$ cat src/rtl/sct_pkg.sv
package sct_pkg;
  // Byte addresses of the register port
  localparam int unsigned A_DLY  = 32'h900;  // delay, two words
  localparam int unsigned A_TIME = 32'h910;  // reference write / system time read
  localparam int unsigned A_OFS  = 32'h920;  // offset, two words
  localparam int unsigned A_DIFF = 32'h92C;  // last error, sign-magnitude

  localparam int INC_W = 4;
  localparam logic [INC_W-1:0] INC_NOM  = 4'd10;
  localparam logic [INC_W-1:0] INC_FAST = 4'd11;
  localparam logic [INC_W-1:0] INC_SLOW = 4'd9;

  function automatic logic [31:0] be_merge(input logic [31:0] cur,
                                           input logic [31:0] nxt,
                                           input logic [3:0]  be);
    logic [31:0] r;
    for (int b = 0; b < 4; b++)
      r[8*b +: 8] = be[b] ? nxt[8*b +: 8] : cur[8*b +: 8];
    return r;
  endfunction
endpackage

$ cat src/rtl/sct_regs.sv
module sct_regs
  import sct_pkg::*;
#(
  parameter int TIME_W = 64,
  parameter int ADDR_W = 12,
  parameter int DIFF_W = 32
) (
  input  logic              clk,
  input  logic              rst,
  input  logic              wr_en,
  input  logic [ADDR_W-1:0] wr_addr,
  input  logic [31:0]       wr_data,
  input  logic [3:0]        wr_be,
  input  logic [ADDR_W-1:0] rd_addr,
  input  logic [TIME_W-1:0] sys_time,
  input  logic [DIFF_W-1:0] diff,
  output logic [TIME_W-1:0] offset,
  output logic [TIME_W-1:0] delay,
  output logic [TIME_W-1:0] ref_val,
  output logic              ref_stb,
  output logic [31:0]       rd_data
);
  localparam int NW = TIME_W / 32;

  logic [31:0] ofs_w [NW];
  logic [31:0] dly_w [NW];
  logic [31:0] stg_w [NW-1];
  logic [NW-1:0] hit_ofs, hit_dly, hit_time;
  logic [31:0] rd_nxt;

  always_comb begin
    for (int w = 0; w < NW; w++) begin
      hit_ofs[w]  = wr_en && (wr_addr == ADDR_W'(A_OFS  + 4*w));
      hit_dly[w]  = wr_en && (wr_addr == ADDR_W'(A_DLY  + 4*w));
      hit_time[w] = wr_en && (wr_addr == ADDR_W'(A_TIME + 4*w));
    end
  end

  always_ff @(posedge clk) begin
    if (rst) begin
      for (int w = 0; w < NW; w++) begin
        ofs_w[w] <= '0;
        dly_w[w] <= '0;
      end
      for (int w = 0; w < NW-1; w++) stg_w[w] <= '0;
    end else begin
      for (int w = 0; w < NW; w++) begin
        if (hit_ofs[w]) ofs_w[w] <= be_merge(ofs_w[w], wr_data, wr_be);
        if (hit_dly[w]) dly_w[w] <= be_merge(dly_w[w], wr_data, wr_be);
      end
      for (int w = 0; w < NW-1; w++)
        if (hit_time[w]) stg_w[w] <= wr_data;
    end
  end

  always_comb begin
    for (int w = 0; w < NW; w++) begin
      offset[32*w +: 32] = ofs_w[w];
      delay[32*w +: 32]  = dly_w[w];
    end
    for (int w = 0; w < NW-1; w++) ref_val[32*w +: 32] = stg_w[w];
    ref_val[TIME_W-1 -: 32] = wr_data;
  end

  assign ref_stb = hit_time[NW-1];

  always_comb begin
    rd_nxt = '0;
    if (rd_addr == ADDR_W'(A_DIFF)) rd_nxt = diff;
    for (int w = 0; w < NW; w++) begin
      if (rd_addr == ADDR_W'(A_OFS  + 4*w)) rd_nxt = ofs_w[w];
      if (rd_addr == ADDR_W'(A_DLY  + 4*w)) rd_nxt = dly_w[w];
      if (rd_addr == ADDR_W'(A_TIME + 4*w)) rd_nxt = sys_time[32*w +: 32];
    end
  end

  always_ff @(posedge clk) begin
    if (rst) rd_data <= '0;
    else     rd_data <= rd_nxt;
  end


  ofs_hold_chk: assert property (@(posedge clk) disable iff (rst)
    (hit_ofs == '0) |=> $stable(offset));


  dly_hold_chk: assert property (@(posedge clk) disable iff (rst)
    (hit_dly == '0) |=> $stable(delay));
endmodule

$ cat src/rtl/sct_ctrl.sv
module sct_ctrl
  import sct_pkg::*;
#(
  parameter int TIME_W   = 64,
  parameter int DIFF_W   = 32,
  parameter int TRIM_MAX = 4096
) (
  input  logic              clk,
  input  logic              rst,
  input  logic              tick,
  input  logic              ref_stb,
  input  logic [TIME_W-1:0] ref_val,
  input  logic [TIME_W-1:0] delay,
  input  logic [TIME_W-1:0] sys_time,
  output logic [INC_W-1:0]  inc,
  output logic [DIFF_W-1:0] diff
);
  localparam int CW = $clog2(TRIM_MAX + 1);

  logic [TIME_W-1:0] target, err, mag;
  logic              neg, big;
  logic [CW-1:0]     len, cnt_q;
  logic              fast_q;
  logic [DIFF_W-1:0] diff_nxt;

  always_comb begin
    target   = ref_val - delay;
    err      = sys_time - target;
    neg      = err[TIME_W-1];
    mag      = neg ? (~err + 1'b1) : err;
    big      = |mag[TIME_W-1:DIFF_W-1];
    diff_nxt = {neg, big ? {(DIFF_W-1){1'b1}} : mag[DIFF_W-2:0]};
    len      = (mag > TIME_W'(TRIM_MAX)) ? CW'(TRIM_MAX) : mag[CW-1:0];
  end

  always_ff @(posedge clk) begin
    if (rst) begin
      cnt_q  <= '0;
      fast_q <= 1'b0;
      diff   <= '0;
    end else if (ref_stb) begin
      cnt_q  <= len;
      fast_q <= neg;
      diff   <= diff_nxt;
    end else if (tick && (cnt_q != '0)) begin
      cnt_q  <= cnt_q - 1'b1;
    end
  end

  assign inc = (cnt_q == '0) ? INC_NOM : (fast_q ? INC_FAST : INC_SLOW);


  cnt_step_chk: assert property (@(posedge clk) disable iff (rst)
    (tick && (cnt_q != '0) && !ref_stb) |=> (cnt_q == $past(cnt_q) - 1'b1));


  trim_bound_chk: assert property (@(posedge clk) disable iff (rst)
    cnt_q <= CW'(TRIM_MAX));


  no_neg_zero_chk: assert property (@(posedge clk) disable iff (rst)
    diff[DIFF_W-1] |-> (diff[DIFF_W-2:0] != '0));


  diff_hold_chk: assert property (@(posedge clk) disable iff (rst)
    !ref_stb |=> $stable(diff));
endmodule

$ cat src/rtl/sct_counter.sv
module sct_counter
  import sct_pkg::*;
#(
  parameter int TIME_W = 64
) (
  input  logic              clk,
  input  logic              rst,
  input  logic              tick,
  input  logic [INC_W-1:0]  inc,
  input  logic [TIME_W-1:0] offset,
  output logic [TIME_W-1:0] sys_time
);
  logic [TIME_W-1:0] int_q, int_nxt;

  assign int_nxt = int_q + TIME_W'(inc);

  always_ff @(posedge clk) begin
    if (rst) begin
      int_q    <= '0;
      sys_time <= '0;
    end else if (tick) begin
      int_q    <= int_nxt;
      sys_time <= int_nxt + offset;
    end
  end


  step_range_chk: assert property (@(posedge clk) disable iff (rst)
    tick |=> ((int_q - $past(int_q)) == TIME_W'(9) ||
              (int_q - $past(int_q)) == TIME_W'(10) ||
              (int_q - $past(int_q)) == TIME_W'(11)));


  sys_hold_chk: assert property (@(posedge clk) disable iff (rst)
    !tick |=> $stable(sys_time));
endmodule

$ cat src/rtl/sysclk_trim.sv
module sysclk_trim
  import sct_pkg::*;
#(
  parameter int TIME_W   = 64,
  parameter int ADDR_W   = 12,
  parameter int TRIM_MAX = 4096
) (
  input  logic              clk,
  input  logic              rst,
  input  logic              tick,
  input  logic              wr_en,
  input  logic [ADDR_W-1:0] wr_addr,
  input  logic [31:0]       wr_data,
  input  logic [3:0]        wr_be,
  input  logic [ADDR_W-1:0] rd_addr,
  output logic [31:0]       rd_data,
  output logic [TIME_W-1:0] sys_time
);
  localparam int DIFF_W = 32;

  logic [TIME_W-1:0] offset, delay, ref_val;
  logic              ref_stb;
  logic [INC_W-1:0]  inc;
  logic [DIFF_W-1:0] diff;

  sct_regs #(.TIME_W(TIME_W), .ADDR_W(ADDR_W), .DIFF_W(DIFF_W)) u_regs (
    .clk(clk), .rst(rst), .wr_en(wr_en), .wr_addr(wr_addr),
    .wr_data(wr_data), .wr_be(wr_be), .rd_addr(rd_addr),
    .sys_time(sys_time), .diff(diff), .offset(offset), .delay(delay),
    .ref_val(ref_val), .ref_stb(ref_stb), .rd_data(rd_data)
  );

  sct_ctrl #(.TIME_W(TIME_W), .DIFF_W(DIFF_W), .TRIM_MAX(TRIM_MAX)) u_ctrl (
    .clk(clk), .rst(rst), .tick(tick), .ref_stb(ref_stb),
    .ref_val(ref_val), .delay(delay), .sys_time(sys_time),
    .inc(inc), .diff(diff)
  );

  sct_counter #(.TIME_W(TIME_W)) u_cnt (
    .clk(clk), .rst(rst), .tick(tick), .inc(inc),
    .offset(offset), .sys_time(sys_time)
  );
endmodule

$ cat config.mk
export PLATFORM = sky130hd
export DESIGN_NAME = sysclk_trim
export DESIGN_NICKNAME = d
export VERILOG_FILES = /design/src/rtl/sct_pkg.sv /design/src/rtl/sct_regs.sv /design/src/rtl/sct_ctrl.sv /design/src/rtl/sct_counter.sv /design/src/rtl/sysclk_trim.sv
export SDC_FILE = /design/constraint.sdc
export NUM_CORES = 1
export LEC_CHECK = 0
export BUFFER_PORTS_ARGS = -buffer_cell sky130_fd_sc_hd__buf_2
export CAP_MARGIN = 20
export CORE_ASPECT_RATIO = 1.25
export CORE_UTILIZATION = 40
export CTS_CLUSTER_SIZE = 24
export DETAILED_ROUTE_END_ITERATION = 10
export SYNTH_ARGS = -nofsm -noshare
export SYNTH_HDL_FRONTEND = slang
export SYNTH_SLANG_ARGS = --single-unit
export TNS_END_PERCENT = 100
$ cat constraint.sdc
create_clock -name clk -period 8.1 [get_ports clk]
set_clock_uncertainty 0.05 [all_clocks]
set_input_delay 2.43 -clock clk [delete_from_list [all_inputs] [get_ports clk]]
set_output_delay 2.43 -clock clk [all_outputs]
set_load 0.1 [all_outputs]
==> summary.md <==
| Metric | Value |
|---|---|
| Root Buffer | `clkbuf_16` |
| IO Pins | `160` |
| Sequential fraction of the synthesis area | `0.3192` |
| DR pass1 iterations | `6` |
| Synth cell types | `104` |
| Max H-tree Level | `2` |
| Detailed Route WL | `104,600 µm` |
| Synth Net Count | `3,532` |
| Avg Inst Size Synth | `8.530 µm²` |
| Crit-path slowest cell | `nor4b_1` |
| Max-Cap Viols | `0` |
| ANT nets after route | `0` |
| Worst Setup End Kind | `flop` |
| Clock Path Buffers | `3` |
| Core ar. | `0.06855 mm²` |
| Die ar. | `0.07084 mm²` |
| Period minus WS final | `7899 ps` |
| Rel. slew slack | `0.2945` |
| Dominant synthesized flop cell | `dfxtp_1` |
| Post-synth EDFFs | `160` |
| Commonest non-fill, non-tap cell in the layout | `nor2_1` |
| Port bufs | `159` |
| Die height | `297.3 µm` |
| Vias | `25,983` |
| Initial antenna violation count | `4` |
| Area fraction of the dominant cell type after synthesis | `0.1722` |
| CP required | `8520 ps` |
| Synth area leader | `edfxtp_1` |
| Commonest non-fill, non-tap cells in the layout | `nor2_1, inv_1, nand2_1` |
| Initial Util | `0.4072` |
| CTS tree | `done` |
| Vias/cell | `5.832` |
| Max VDD drop | `133.8 µV` |
| Fin Setup TNS | `0 ps` |
| Cells after Synth | `3,272` |
| Area fraction in and, or, nand and nor cells after synthesis | `0.2047` |
| DP Worst Slack | `-352.2 ps` |
| Mapped cell area | `0.02791 mm²` |
| Combinational family with the most area after synthesis | `simple AND/OR/NAND/NOR gates` |
| Post-Synth Adder-Cell Area | `0.1054` |
| Area contributors post-synth | `edfxtp_1, dfxtp_1, ha_1, fa_1, nor2_1` |
| Setup ws final | `201.5 ps` |
| Tot GR Track Use | `0.2907` |
| Synth async-reset ratio | `0` |
| Post-DP HPWL | `84,380 µm` |
| Final std cells w/o fill | `4,455` |
| Worst EP arrival | `8320 ps` |
| Cell area power density | `230.5 mW/mm²` |
| Worst-margin pin slew | `1058 ps` |
| Power Total | `0.007403 W` |
| Tcrit/Tclk final | `0.9751` |
| DRC violations left | `0` |
| Iter 0 DRT Violations | `2,279` |
| Min-delay worst type | `flop to flop` |
| Row cnt | `107` |
| Final GP Congestion | `0.9632` |
| Status | `complete, no violations` |
| Final setup vio count | `0` |
| Fill count | `6,822` |
| Crit path buffers/inverters | `3` |
| Fmax | `126.6 MHz` |
| Crit path kind | `input port to flop` |
| Delay-heaviest family, CP | `simple AND/OR/NAND/NOR gates` |
| Largest net degree at the start of global routing | `69` |
| Synthesized flop and latch total | `365` |
| Crit start category | `input port` |
| Mux cell area share after synthesis | `0.03927` |
| First-pass GRT wire length | `155,900 µm` |
| Cell count after placement | `4,382` |
| Critical Path Max Stage Delay | `560 ps` |
| Clock Latency Late Sink | `560 ps` |
| Pleak | `14.17 nW` |
| Nets | `3,756` |
| Max-slew violation count | `0` |
| CP Cell Sequence | `buf_2 -> fa_1 -> inv_1 -> ha_1 -> a21oi_1 -> nor2b_1 -> o21ai_0 -> nand2b_1 -> a221o_1 -> nor2b_1 -> or4_1 -> o2111ai_1 -> nand3_1 -> or4_4 -> nor4_1 -> o32a_1 -> nor4b_1 -> buf_4 -> or4b_1 -> a211oi_2` |
| RSZ-0062 raised after global routing | `true` |
| Hold Vio Cnt, Final | `0` |
| CP Max Fanout | `7` |
| Grt ovf | `0` |
| WL per Instance | `23.48 µm` |
| Inserted Clock Buffers | `38` |
| Synth Area in XOR/XNOR | `0.08504` |
| Share of cells above drive strength 1 | `0.1401` |
| Synth Warn # | `0` |
| Most frequent CP cell | `nor2b_1` |
| Num Clock Sinks | `365` |
| Synth Area in Compound Gates | `0.1836` |
| Clock transition at the registers of the reported paths | `60 ps` |
| Die X | `238.3 µm` |
| Vias in the first global route | `25,071` |
| Area grow syn2layout | `15.11%` |
logic make-up (layout without fill, tap and decap cells):
family	Yosys count	after routing
AND/OR/NAND/NOR	1133	1133
AO/OA/AOI/OAI	742	742
buffers and inverters	456	710
flip-flops	365	365
XOR/XNOR	271	271
adder cells (fa/ha/maj)	196	196
multiplexers	109	109
other	0	3
path summary, 6_finish.rpt:
check                                      from            endpoint  slack [ps]  cells after the start
worst max-delay path                 wr_data[5]     u_ctrl.cnt_q[2]         200                     20
worst min-delay path            u_ctrl.cnt_q[1]     u_ctrl.cnt_q[1]         440                      2
worst max register to register  u_ctrl.cnt_q[0]  u_cnt.sys_time[60]         420                     33
worst min register to register  u_ctrl.cnt_q[1]     u_ctrl.cnt_q[1]         440                      2
what timing repair did:
action | in CTS | in global routing
endpoints found under the setup margin | 3 | 12
pin swaps | 0 | 2
resized for setup | 4 | 15
buffers inserted | 0 | 0
hold endpoints to repair | 0 | 0
hold buffers | 0 | 0
cells in the mapped netlist (all sizes together), types with 9 or more instances:
| cell type | count |
|---|---|
| inv | 297 |
| o22ai | 26 |
| nand2b | 23 |
| nand2 | 241 |
| o21a | 32 |
| a21oi | 201 |
| mux2i | 105 |
| xnor2 | 125 |
| nor2b | 16 |
| dfxtp | 205 |
| a31o | 10 |
| clkbuf | 129 |
| a311oi | 24 |
| o21ai | 94 |
| nor2 | 342 |
| nor4 | 26 |
| nor3b | 11 |
| o21bai | 22 |
| o2111ai | 11 |
| and3 | 70 |
| nor3 | 73 |
| and4 | 21 |
| or3 | 32 |
| and2 | 95 |
| a221oi | 28 |
| fa | 65 |
| buf | 30 |
| o211ai | 15 |
| nand4 | 65 |
| a222oi | 11 |
| xor2 | 146 |
| a211oi | 36 |
| a31oi | 44 |
| nand3 | 80 |
| edfxtp | 160 |
| o31ai | 13 |
| a21o | 84 |
| nand3b | 9 |
| ha | 131 |
through the flow:
step | util | cell area (µm²) | hold WS, ps
finish | 0.4687 | 32130 | 444.5
global route | 0.4686 | 32120 | 465.5
CTS | 0.4677 | 32060 | 443.2
detailed placement | 0.4484 | 30730 | 435.1
global placement | 0.4484 | 30730 | 433.6
floorplan | - | 27910 | 394.0
registers in the layout (all words and copies together) (netlist names):
| register | flops |
|---|---|
| u_cnt.int_q | 64 |
| u_ctrl.cnt_q | 13 |
| u_regs.dly_w | 64 |
| u_ctrl.diff | 31 |
| u_cnt.sys_time | 64 |
| u_ctrl.fast_q | 1 |
| u_regs.stg_w | 32 |
| u_regs.ofs_w | 64 |
| u_regs.rd_data | 32 |
power breakdown:
group	total, W	switching, W	leakage, nW	internal, W
combinational	0.00341	0.00215	10.3	0.00126
clock	0.00188	0.000800	0.649	0.00108
sequential	0.00212	0.000110	3.19	0.00201
routing by layer:
layer  share of wire  wire length [µm]  up-vias  GRT usage
met4           0.058              6069        2     0.1522
li1                -                 -    12104          -
met3           0.063              6624      238    0.03823
met5         0.00012                13        -          0
met2            0.48             49810     1008     0.4908
met1            0.40             42080    12631     0.3591
worst min-delay path: cells and delay by family, from the launching register on:
family / cells / cell delay, ps
compound gates: 1 / 60
buf+inv: 1 / 80
flops: 1 / 310
layout make-up:
class / instances / area, µm² / share of cell area
multi-input cells: 2451 / 17370 / 0.5408
flip-flops and latches: 365 / 8909 / 0.2773
repair buffers: 343 / 2251 / 0.07007
well taps: 926 / 1159 / 0.03606
clock buffers: 53 / 1131 / 0.03521
inverters: 297 / 1115 / 0.03470
clock inverters: 17 / 180.2 / 0.005608
diodes: 3 / 7.507 / 0.0002337
No activity file was read; power rests on OpenSTA's default activity.
